**config.mk**
```make
export PLATFORM = sky130hd
export DESIGN_NAME = txRingWalker
export DESIGN_NICKNAME = d
export VERILOG_FILES = /design/src/rtl/txwalk_pkg.sv /design/src/rtl/txwalk_datapath.sv /design/src/rtl/txwalk_control.sv /design/src/rtl/txRingWalker.sv
export SDC_FILE = /design/constraint.sdc
export NUM_CORES = 1
export LEC_CHECK = 0
export ABC_AREA = 1
export BUFFER_PORTS_ARGS = -buffer_cell sky130_fd_sc_hd__buf_4
export CORE_UTILIZATION = 58
export CTS_CLUSTER_DIAMETER = 30
export CTS_CLUSTER_SIZE = 40
export DETAILED_ROUTE_END_ITERATION = 8
export PLACE_DENSITY = 0.87
export SLEW_MARGIN = 25
export SYNTH_ARGS = -nofsm -noshare
export SYNTH_HDL_FRONTEND = slang
export SYNTH_HIERARCHICAL = 1
export SYNTH_SLANG_ARGS = --single-unit
```
**constraint.sdc**
```tcl
create_clock -name clk -period 4.65 [get_ports clk]
set_input_delay 0.93 -clock clk [delete_from_list [all_inputs] [get_ports clk]]
set_output_delay 0.93 -clock clk [all_outputs]
set_load 0.005 [all_outputs]
```
**src/rtl/txwalk_pkg.sv**
```systemverilog
package txwalk_pkg;
  localparam int OWN_BIT  = 31;
  localparam int LAST_BIT = 29;
  localparam int WRAP_BIT = 21;

  typedef enum logic [2:0] {
    ST_IDLE, ST_CTL, ST_SIZE, ST_BUF, ST_XFER, ST_WB
  } walkState_t;

  typedef struct packed {
    logic capCtl;
    logic capSize;
    logic capAddr;
    logic advance;
  } walkStrobe_t;
endpackage

```
**src/rtl/txwalk_datapath.sv**
```systemverilog
module txwalk_datapath
  import txwalk_pkg::*;
#(
  parameter int ADDR_W     = 32,
  parameter int DESC_BYTES = 32,
  parameter int LEN_W      = 12,
  parameter int LEN_LIMIT  = 2048
) (
  input  logic              clk,
  input  logic              rstN,
  input  walkStrobe_t       strobe,
  input  logic              baseLoad,
  input  logic [ADDR_W-1:0] baseAddr,
  input  logic [1:0]        wordSel,
  input  logic [31:0]       memRdata,
  output logic [ADDR_W-1:0] memAddr,
  output logic [31:0]       memWdata,
  output logic              ownNow,
  output logic              lastSeg,
  output logic [ADDR_W-1:0] xferAddr,
  output logic [LEN_W:0]    xferLen,
  output logic              anomaly
);
  localparam logic [ADDR_W-1:0] STEP = ADDR_W'(DESC_BYTES);

  logic [ADDR_W-1:0] curPtr, basePtr, bufAddr;
  logic [31:0]       ctlWord;
  logic [LEN_W-1:0]  len1, len2;

  always_ff @(posedge clk) begin
    if (!rstN) begin
      curPtr  <= '0;
      basePtr <= '0;
      ctlWord <= '0;
      len1    <= '0;
      len2    <= '0;
      bufAddr <= '0;
    end else begin
      if (strobe.capCtl)  ctlWord <= memRdata;
      if (strobe.capSize) begin
        len1 <= memRdata[LEN_W-1:0];
        len2 <= memRdata[16 +: LEN_W];
      end
      if (strobe.capAddr) bufAddr <= memRdata[ADDR_W-1:0];
      if (baseLoad) begin
        basePtr <= baseAddr;
        curPtr  <= baseAddr;
      end else if (strobe.advance) begin
        curPtr <= ctlWord[WRAP_BIT] ? basePtr : curPtr + STEP;
      end
    end
  end

  always_comb begin
    memAddr  = curPtr + (ADDR_W'(wordSel) << 2);
    memWdata = ctlWord & ~(32'd1 << OWN_BIT);
    ownNow   = memRdata[OWN_BIT];
    lastSeg  = ctlWord[LAST_BIT];
    xferAddr = bufAddr;
    xferLen  = {1'b0, len1} + {1'b0, len2};
    anomaly  = (32'(len1) > 32'(LEN_LIMIT)) || (len2 != '0);
  end
endmodule

```
**src/rtl/txwalk_control.sv**
```systemverilog
module txwalk_control
  import txwalk_pkg::*;
(
  input  logic        clk,
  input  logic        rstN,
  input  logic        pollStrobe,
  input  logic        memAck,
  input  logic        ownNow,
  input  logic        lastSeg,
  input  logic        anomaly,
  input  logic        xferDone,
  output walkStrobe_t strobe,
  output logic [1:0]  wordSel,
  output logic        memReq,
  output logic        memWe,
  output logic        xferReq,
  output logic        busy,
  output logic        frameDone,
  output logic        errPulse
);
  walkState_t state, nxt;
  logic pendQ, consume, frameSet, errSet;

  always_comb begin
    nxt      = state;
    strobe   = '0;
    wordSel  = 2'd0;
    memReq   = 1'b0;
    memWe    = 1'b0;
    xferReq  = 1'b0;
    consume  = 1'b0;
    frameSet = 1'b0;
    errSet   = 1'b0;
    unique case (state)
      ST_IDLE: if (pollStrobe || pendQ) begin
        nxt     = ST_CTL;
        consume = 1'b1;
      end
      ST_CTL: begin
        memReq = 1'b1;
        if (memAck) begin
          strobe.capCtl = 1'b1;
          if (ownNow) nxt = ST_SIZE;
          else if (pendQ || pollStrobe) consume = 1'b1;
          else nxt = ST_IDLE;
        end
      end
      ST_SIZE: begin
        memReq  = 1'b1;
        wordSel = 2'd1;
        if (memAck) begin
          strobe.capSize = 1'b1;
          nxt = ST_BUF;
        end
      end
      ST_BUF: begin
        memReq  = 1'b1;
        wordSel = 2'd2;
        if (memAck) begin
          strobe.capAddr = 1'b1;
          errSet = anomaly;
          nxt = ST_XFER;
        end
      end
      ST_XFER: begin
        xferReq = 1'b1;
        if (xferDone) begin
          frameSet = lastSeg;
          nxt = ST_WB;
        end
      end
      ST_WB: begin
        memReq = 1'b1;
        memWe  = 1'b1;
        if (memAck) begin
          strobe.advance = 1'b1;
          nxt = ST_CTL;
        end
      end
      default: nxt = ST_IDLE;
    endcase
  end

  always_ff @(posedge clk) begin
    if (!rstN) begin
      state     <= ST_IDLE;
      pendQ     <= 1'b0;
      frameDone <= 1'b0;
      errPulse  <= 1'b0;
    end else begin
      state     <= nxt;
      pendQ     <= (pendQ || (pollStrobe && state != ST_IDLE)) && !consume;
      frameDone <= frameSet;
      errPulse  <= errSet;
    end
  end

  assign busy = (state != ST_IDLE);
endmodule

```
**src/rtl/txRingWalker.sv**
```systemverilog
module txRingWalker
  import txwalk_pkg::*;
#(
  parameter int ADDR_W     = 32,
  parameter int DESC_BYTES = 32,
  parameter int LEN_W      = 12,
  parameter int LEN_LIMIT  = 2048
) (
  input  logic              clk,
  input  logic              rstN,
  input  logic              pollStrobe,
  input  logic              baseLoad,
  input  logic [ADDR_W-1:0] baseAddr,
  output logic              memReq,
  output logic              memWe,
  output logic [ADDR_W-1:0] memAddr,
  output logic [31:0]       memWdata,
  input  logic [31:0]       memRdata,
  input  logic              memAck,
  output logic              xferReq,
  output logic [ADDR_W-1:0] xferAddr,
  output logic [LEN_W:0]    xferLen,
  output logic              xferLast,
  input  logic              xferDone,
  output logic              busy,
  output logic              frameDone,
  output logic              errPulse
);
  walkStrobe_t strobe;
  logic [1:0]  wordSel;
  logic        ownNow, lastSeg, anomaly;

  txwalk_control u_ctl (
    .clk, .rstN, .pollStrobe, .memAck, .ownNow, .lastSeg, .anomaly,
    .xferDone, .strobe, .wordSel, .memReq, .memWe, .xferReq, .busy,
    .frameDone, .errPulse
  );

  txwalk_datapath #(
    .ADDR_W(ADDR_W), .DESC_BYTES(DESC_BYTES), .LEN_W(LEN_W), .LEN_LIMIT(LEN_LIMIT)
  ) u_dp (
    .clk, .rstN, .strobe, .baseLoad, .baseAddr, .wordSel, .memRdata,
    .memAddr, .memWdata, .ownNow, .lastSeg, .xferAddr, .xferLen, .anomaly
  );

  assign xferLast = lastSeg;
endmodule

```
-- After elaboration in Yosys (flattened, before gate mapping)
Index checks and enable logic that the tools add are counted.
W data, S select, Z words.
- bitwise logic cells: 0
- shift operators: 0
- div/mod/pow operators: 0
- multiplexer cells: 25
- equality and inequality tests: 12
- $lt $le $gt $ge: 1
- reduce and logical (&&, ||, !) cells: 14
- add/subtract/negate cells: 3
- multiply operators: 0
- operators with widths (operator ; number):
    $mux W32 ; 3
    $add A32 B4 Y32 ; 1
    $add A32 B6 Y32 const B ; 1
    $mux W3 ; 8
    $pmux W3 S6 ; 1
    $add A12 B12 Y13 ; 1
    $gt A12 B12 Y1 const B ; 1
    $reduce_bool A12 Y1 ; 1
    $mux W1 ; 11
    $ne A2 B2 Y1 const B ; 5
    $reduce_and A7 Y1 ; 1
    $eq A3 B2 Y1 const B ; 2
    $eq A3 B3 Y1 const B ; 2
    $reduce_and A3 Y1 ; 2
    $pmux W2 S2 ; 1
    $reduce_or A4 Y1 ; 1
    $eq A3 B1 Y1 const B ; 1
    $logic_not A3 Y1 ; 1
    $logic_or A1 B1 Y1 ; 3
    $ne A3 B3 Y1 const B ; 1
    $reduce_bool A3 Y1 ; 1
    $logic_and A1 B1 Y1 ; 2
    $ne A2 B1 Y1 const B ; 1
    $pmux W1 S2 ; 1
    2 further kinds ; 2
- bits of input ports: 70
- memory bits (writable): 0
- register bits after elaboration: 157
- bits in latches: 0
- output and inout bits: 116
- ROM bits: 0
- memories: 0

-- Longest topological paths before layout
- depth in word-level cells: 7
- mapped depth: 13
- depth with buffers taken out: 12

-- Hierarchy
The synthesis kept the hierarchy.
- by module, submodules not included (module ; area an instance (um2) ; times used ; cells each):
    txwalk_datapath ; 7373.3 ; 1 ; 1063
    txwalk_control ; 412.9 ; 1 ; 67

-- Least setup slack after synthesis
OpenSTA, ideal clock, no wires.
- path type: reg2out
- start: reg u_ctl.state[2]
- end: out memAddr[30]
- stages on the path, launching flop included: 14
- setup slack: 1603 ps
- required time: 3720 ps
- data arrival time: 2117 ps
- path through: dfxtp_1 > buf_6 > inv_2 > nand2_2 > nor2_1 > ha_1 > inv_1 > fa_1 > nor2_1 > inv_2 > nor2_4 > nand4_2 > nor2_2 > xor2_1
- cells in the longest elaborated chain, start to end: 3
- elaborated cells between the ends (all ways): 4
- classes of those cells: 1 x add/sub; 2 x eq/ne; 1 x mux
- RTL lines (item ; RTL line ; text):
    from (decl) ; txwalk_control.sv:21 ; walkState_t state, nxt;
    from (signal assigned) ; txwalk_control.sv:91 ; state <= nxt;
    $eq A3 B2 Y1 ; txwalk_control.sv:34 ; unique case (state)
    $pmux W2 S2 (*) ; txwalk_control.sv:34 ;
    via wordSel[0] ; txRingWalker.sv:30 ; logic [1:0] wordSel;
    $add A32 B4 Y32 (*) ; txwalk_datapath.sv:55 ; memAddr = curPtr + (ADDR_W'(wordSel) << 2);
    to (decl) ; txRingWalker.sv:16 ; output logic [ADDR_W-1:0] memAddr,
Mark *: on every way through the listed nets, which the timed path passes. The rest lies on a longest branch.

-- Final worst setup path
- start: reg u_ctl.state[2]
- end: out memAddr[14]
Same word-level chain as after synthesis.

==> flow_summary.json <==
{
  "status": "finished clean",
  "postSynth.asyncResetShare_pct": 0,
  "timing.setup.critical_path_class": "flop to output port",
  "static-leakage-power_nw": 4.61,
  "tritoncts.num_buffers": 17,
  "place_inst": 1435,
  "drt_first_iter_violations": 883,
  "flow.area_growth_from_synthesis_pct": 25.5,
  "syn-num-nets": 1217,
  "drc_errors": 0,
  "detail_route.wl_per_cell_um": 15.7,
  "timing.critical_path.to_type": "output port",
  "fp.coreArea_mm2": 0.0129,
  "post-layout-total-power_mw": 4.19,
  "setup_viol_count_final": 0,
  "placement_rows": 41,
  "clk_root_buffer_cell": "sky130_fd_sc_hd__clkbuf_16",
  "synth_edf_count": 0,
  "drive_above_1_share_pct": 21.2,
  "fmax_mhz": 243,
  "viasPerCell": 5.59,
  "cts.sinks": 157,
  "dieHeight_um": 118,
  "skew_ps": 8.03,
  "worst_slew_margin_rel_pct": 46.5,
  "mappedNetlistArea_mm2": 0.00779,
  "synth-warning-count": 6,
  "largest_net_degree_at_the_start_of_global_routing": 99,
  "cts_tree": "built",
  "io-pin-count": 186,
  "later_pin_clock_latency_in_the_skew_report_ps": 420,
  "cp.arrival_ps": 3190,
  "post_cts_resize_count": 0,
  "fin_cells": 1467,
  "place_congestion": 0.962,
  "hold_buf_count_cts": 0,
  "ys_types": 39,
  "htree_num_levels": 4,
  "rsz_0062_raised_after_global_routing": "false",
  "fin_area_mm2": 0.00977,
  "hold_viol": 0,
  "power_density_mw_per_mm2": 428,
  "antenna_cells_inserted": 0,
  "dp_hpwl_um": 15700,
  "layout.nets": 1369,
  "cts.repair_timing.setup_buffer_count": 0,
  "grt_remaining_overflow": 0,
  "period_share_pct": 88.5,
  "synth-seq-area-share_pct": 40.4,
  "start_kind": "flop",
  "grt_use_total_pct": 33.2,
  "cts.path.max_buffers": 2,
  "die_area_mm2": 0.0139,
  "routed-via-count": 8205,
  "detailed_place.area_mm2": 0.00918,
  "max_cap_viols": 0,
  "route.antenna.remaining_nets": 0,
  "wl_um": 23000,
  "worst-slew-pin-transition_ps": 803,
  "synth_cells": 1130,
  "main_area_contributors_after_synthesis": "sky130_fd_sc_hd__dfxtp_1, sky130_fd_sc_hd__nor2_1, sky130_fd_sc_hd__nand2_1, sky130_fd_sc_hd__o21ai_0, sky130_fd_sc_hd__a21oi_1",
  "die_width_um": 118,
  "post-synth-top-area-cell": "sky130_fd_sc_hd__dfxtp_1",
  "initial_core_util_pct": 60.5,
  "syn-mean-instance-area_um2": 6.89,
  "dr.pass1.iters": 7,
  "ys.flop_type": "sky130_fd_sc_hd__dfxtp_1",
  "period_minus_slack_ps": 4120,
  "synth_register_bits": 157,
  "worst_ir_drop_vdd_uv": 332,
  "slew_viol_final": 0,
  "grt_first_pass_wirelength_um": 37200,
  "io_buffer_count": 184,
  "crit_fanout": 8,
  "clkTransAtPathRegs_ps": 60,
  "wp_data_required_ps": 3720,
  "post_synth_top_area_share_pct": 40.4,
  "setup_total_negative_slack_ps": 0,
  "timing.hold.worst.class": "flop to flop",
  "grt_antenna_before_repair": 0,
  "vias_in_the_first_global_route": 7746
}
## flip-flops by register name (all words and copies together) (netlist names)
| name | cells |
|---|---|
| u_dp/basePtr | 32 |
| u_dp/curPtr | 32 |
| u_dp/xferAddr | 32 |
| u_dp/ctlWord | 31 |
| u_dp/len1 | 12 |
| u_dp/len2 | 12 |
| u_ctl/state | 3 |
| u_ctl/errPulse | 1 |
| u_ctl/frameDone | 1 |
| u_ctl/pendQ | 1 |
## final timing paths
| path | start | to | slack, ps | depth (start not counted) |
|---|---|---|---|---|
| hold reg to reg | u_dp/basePtr[1] | u_dp/basePtr[1] | 460 | 2 |
| setup reg to reg | u_dp/ctlWord[21] | u_dp/curPtr[2] | 2120 | 5 |
| setup / recovery | u_ctl/state[2] | memAddr[14] | 530 | 12 |
| hold / removal | u_dp/basePtr[1] | u_dp/basePtr[1] | 460 | 2 |
## power by group
part	internal, mW	switching (mW)
Combinational	0.483	0.609
Clock	0.828	0.579
Sequential	1.53	0.157
## cells in the final DEF (no fill, tap or decap), types with 2 or more instances in the layout
cell and n:
sky130_fd_sc_hd__a21boi_0 17, sky130_fd_sc_hd__a21oi_1 64, sky130_fd_sc_hd__a21oi_2 2, sky130_fd_sc_hd__a31oi_1 21
sky130_fd_sc_hd__buf_4 192, sky130_fd_sc_hd__bufinv_16 2, sky130_fd_sc_hd__clkbuf_1 2, sky130_fd_sc_hd__clkbuf_16 17
sky130_fd_sc_hd__clkbuf_8 2, sky130_fd_sc_hd__clkinv_2 3, sky130_fd_sc_hd__clkinv_4 2, sky130_fd_sc_hd__dfxtp_1 157
sky130_fd_sc_hd__fa_1 2, sky130_fd_sc_hd__ha_1 15, sky130_fd_sc_hd__inv_1 55, sky130_fd_sc_hd__inv_2 10
sky130_fd_sc_hd__inv_6 3, sky130_fd_sc_hd__nand2_1 206, sky130_fd_sc_hd__nand2_2 11, sky130_fd_sc_hd__nand3_1 47
sky130_fd_sc_hd__nand3_2 3, sky130_fd_sc_hd__nand3b_1 2, sky130_fd_sc_hd__nand4_1 5, sky130_fd_sc_hd__nor2_1 263
sky130_fd_sc_hd__nor2_2 16, sky130_fd_sc_hd__nor2_4 6, sky130_fd_sc_hd__nor3_1 2, sky130_fd_sc_hd__nor4_1 5
sky130_fd_sc_hd__o211ai_1 7, sky130_fd_sc_hd__o21ai_0 110, sky130_fd_sc_hd__o21ai_1 5, sky130_fd_sc_hd__xnor2_1 7
sky130_fd_sc_hd__xor2_1 23
## Yosys cell counts, types with 3 or more instances
| master | number |
|---|---|
| sky130_fd_sc_hd__a31oi_1 | 21 |
| sky130_fd_sc_hd__nand2_2 | 11 |
| sky130_fd_sc_hd__inv_2 | 8 |
| sky130_fd_sc_hd__a21boi_0 | 17 |
| sky130_fd_sc_hd__o21ai_1 | 4 |
| sky130_fd_sc_hd__a21oi_1 | 64 |
| sky130_fd_sc_hd__nand4_1 | 5 |
| sky130_fd_sc_hd__nor2_2 | 15 |
| sky130_fd_sc_hd__inv_1 | 57 |
| sky130_fd_sc_hd__buf_2 | 11 |
| sky130_fd_sc_hd__nand3_2 | 3 |
| sky130_fd_sc_hd__nand2_1 | 206 |
| sky130_fd_sc_hd__nor2_1 | 264 |
| sky130_fd_sc_hd__buf_4 | 6 |
| sky130_fd_sc_hd__xor2_1 | 23 |
| sky130_fd_sc_hd__nor2_4 | 6 |
| sky130_fd_sc_hd__o211ai_1 | 7 |
| sky130_fd_sc_hd__nor4_1 | 5 |
| sky130_fd_sc_hd__dfxtp_1 | 157 |
| sky130_fd_sc_hd__clkbuf_1 | 41 |
| sky130_fd_sc_hd__ha_1 | 15 |
| sky130_fd_sc_hd__nand3_1 | 47 |
| sky130_fd_sc_hd__xnor2_1 | 7 |
| sky130_fd_sc_hd__o21ai_0 | 111 |
## layout make-up
cell class,instances,area (µm²)
Tap cell,172,215
Sequential cell,157,3140
Multi-Input combinational cell,847,4130
Timing Repair Buffer,192,1440
Clock buffer,21,460
Inverter,67,253
Fill cell,983,3100
Clock inverter,11,133
## kinds of logic after synthesis
logic type	after synthesis	synth area share (%)
DFF	157	40.4
and+or+nand+nor	571	30.7
buffers and inverters	126	6.65
AOI/OAI and AO/OA	228	15.9
adders and majority gates	17	2.92
other	1	0.0482
xor gates and xnor gates	30	3.37
## layer usage
metal / track usage, % / wire, µm
met3: 10.1 / 2260
met5: 0 / 0
met4: 14.4 / 682
met2: 55.0 / 10700
met1: 39.5 / 9310
## through the flow
stage | hold WS, ps | setup WS, ps | util [%]
3_5_place_dp | 452 | 1040 | 71.3
3_3_place_gp | 449 | 1120 | 71.3
6_report | 461 | 533 | 75.9
2_1_floorplan | 440 | 1600 | -
4_1_cts | 462 | 584 | 75.9
5_1_grt | 476 | 384 | 75.9
## critical path, stage by stage, from the launching register on
cell and delay (ps):
sky130_fd_sc_hd__dfxtp_1 390, sky130_fd_sc_hd__inv_2 120, sky130_fd_sc_hd__nand2_2 70, sky130_fd_sc_hd__nor2_1 150
sky130_fd_sc_hd__ha_1 190, sky130_fd_sc_hd__inv_1 60, sky130_fd_sc_hd__fa_1 400, sky130_fd_sc_hd__nor2_1 350
sky130_fd_sc_hd__inv_2 150, sky130_fd_sc_hd__nor2_1 390, sky130_fd_sc_hd__nand2_1 140, sky130_fd_sc_hd__xor2_1 220
sky130_fd_sc_hd__buf_4 150
Note: power is estimated with default switching activity, not from simulation.
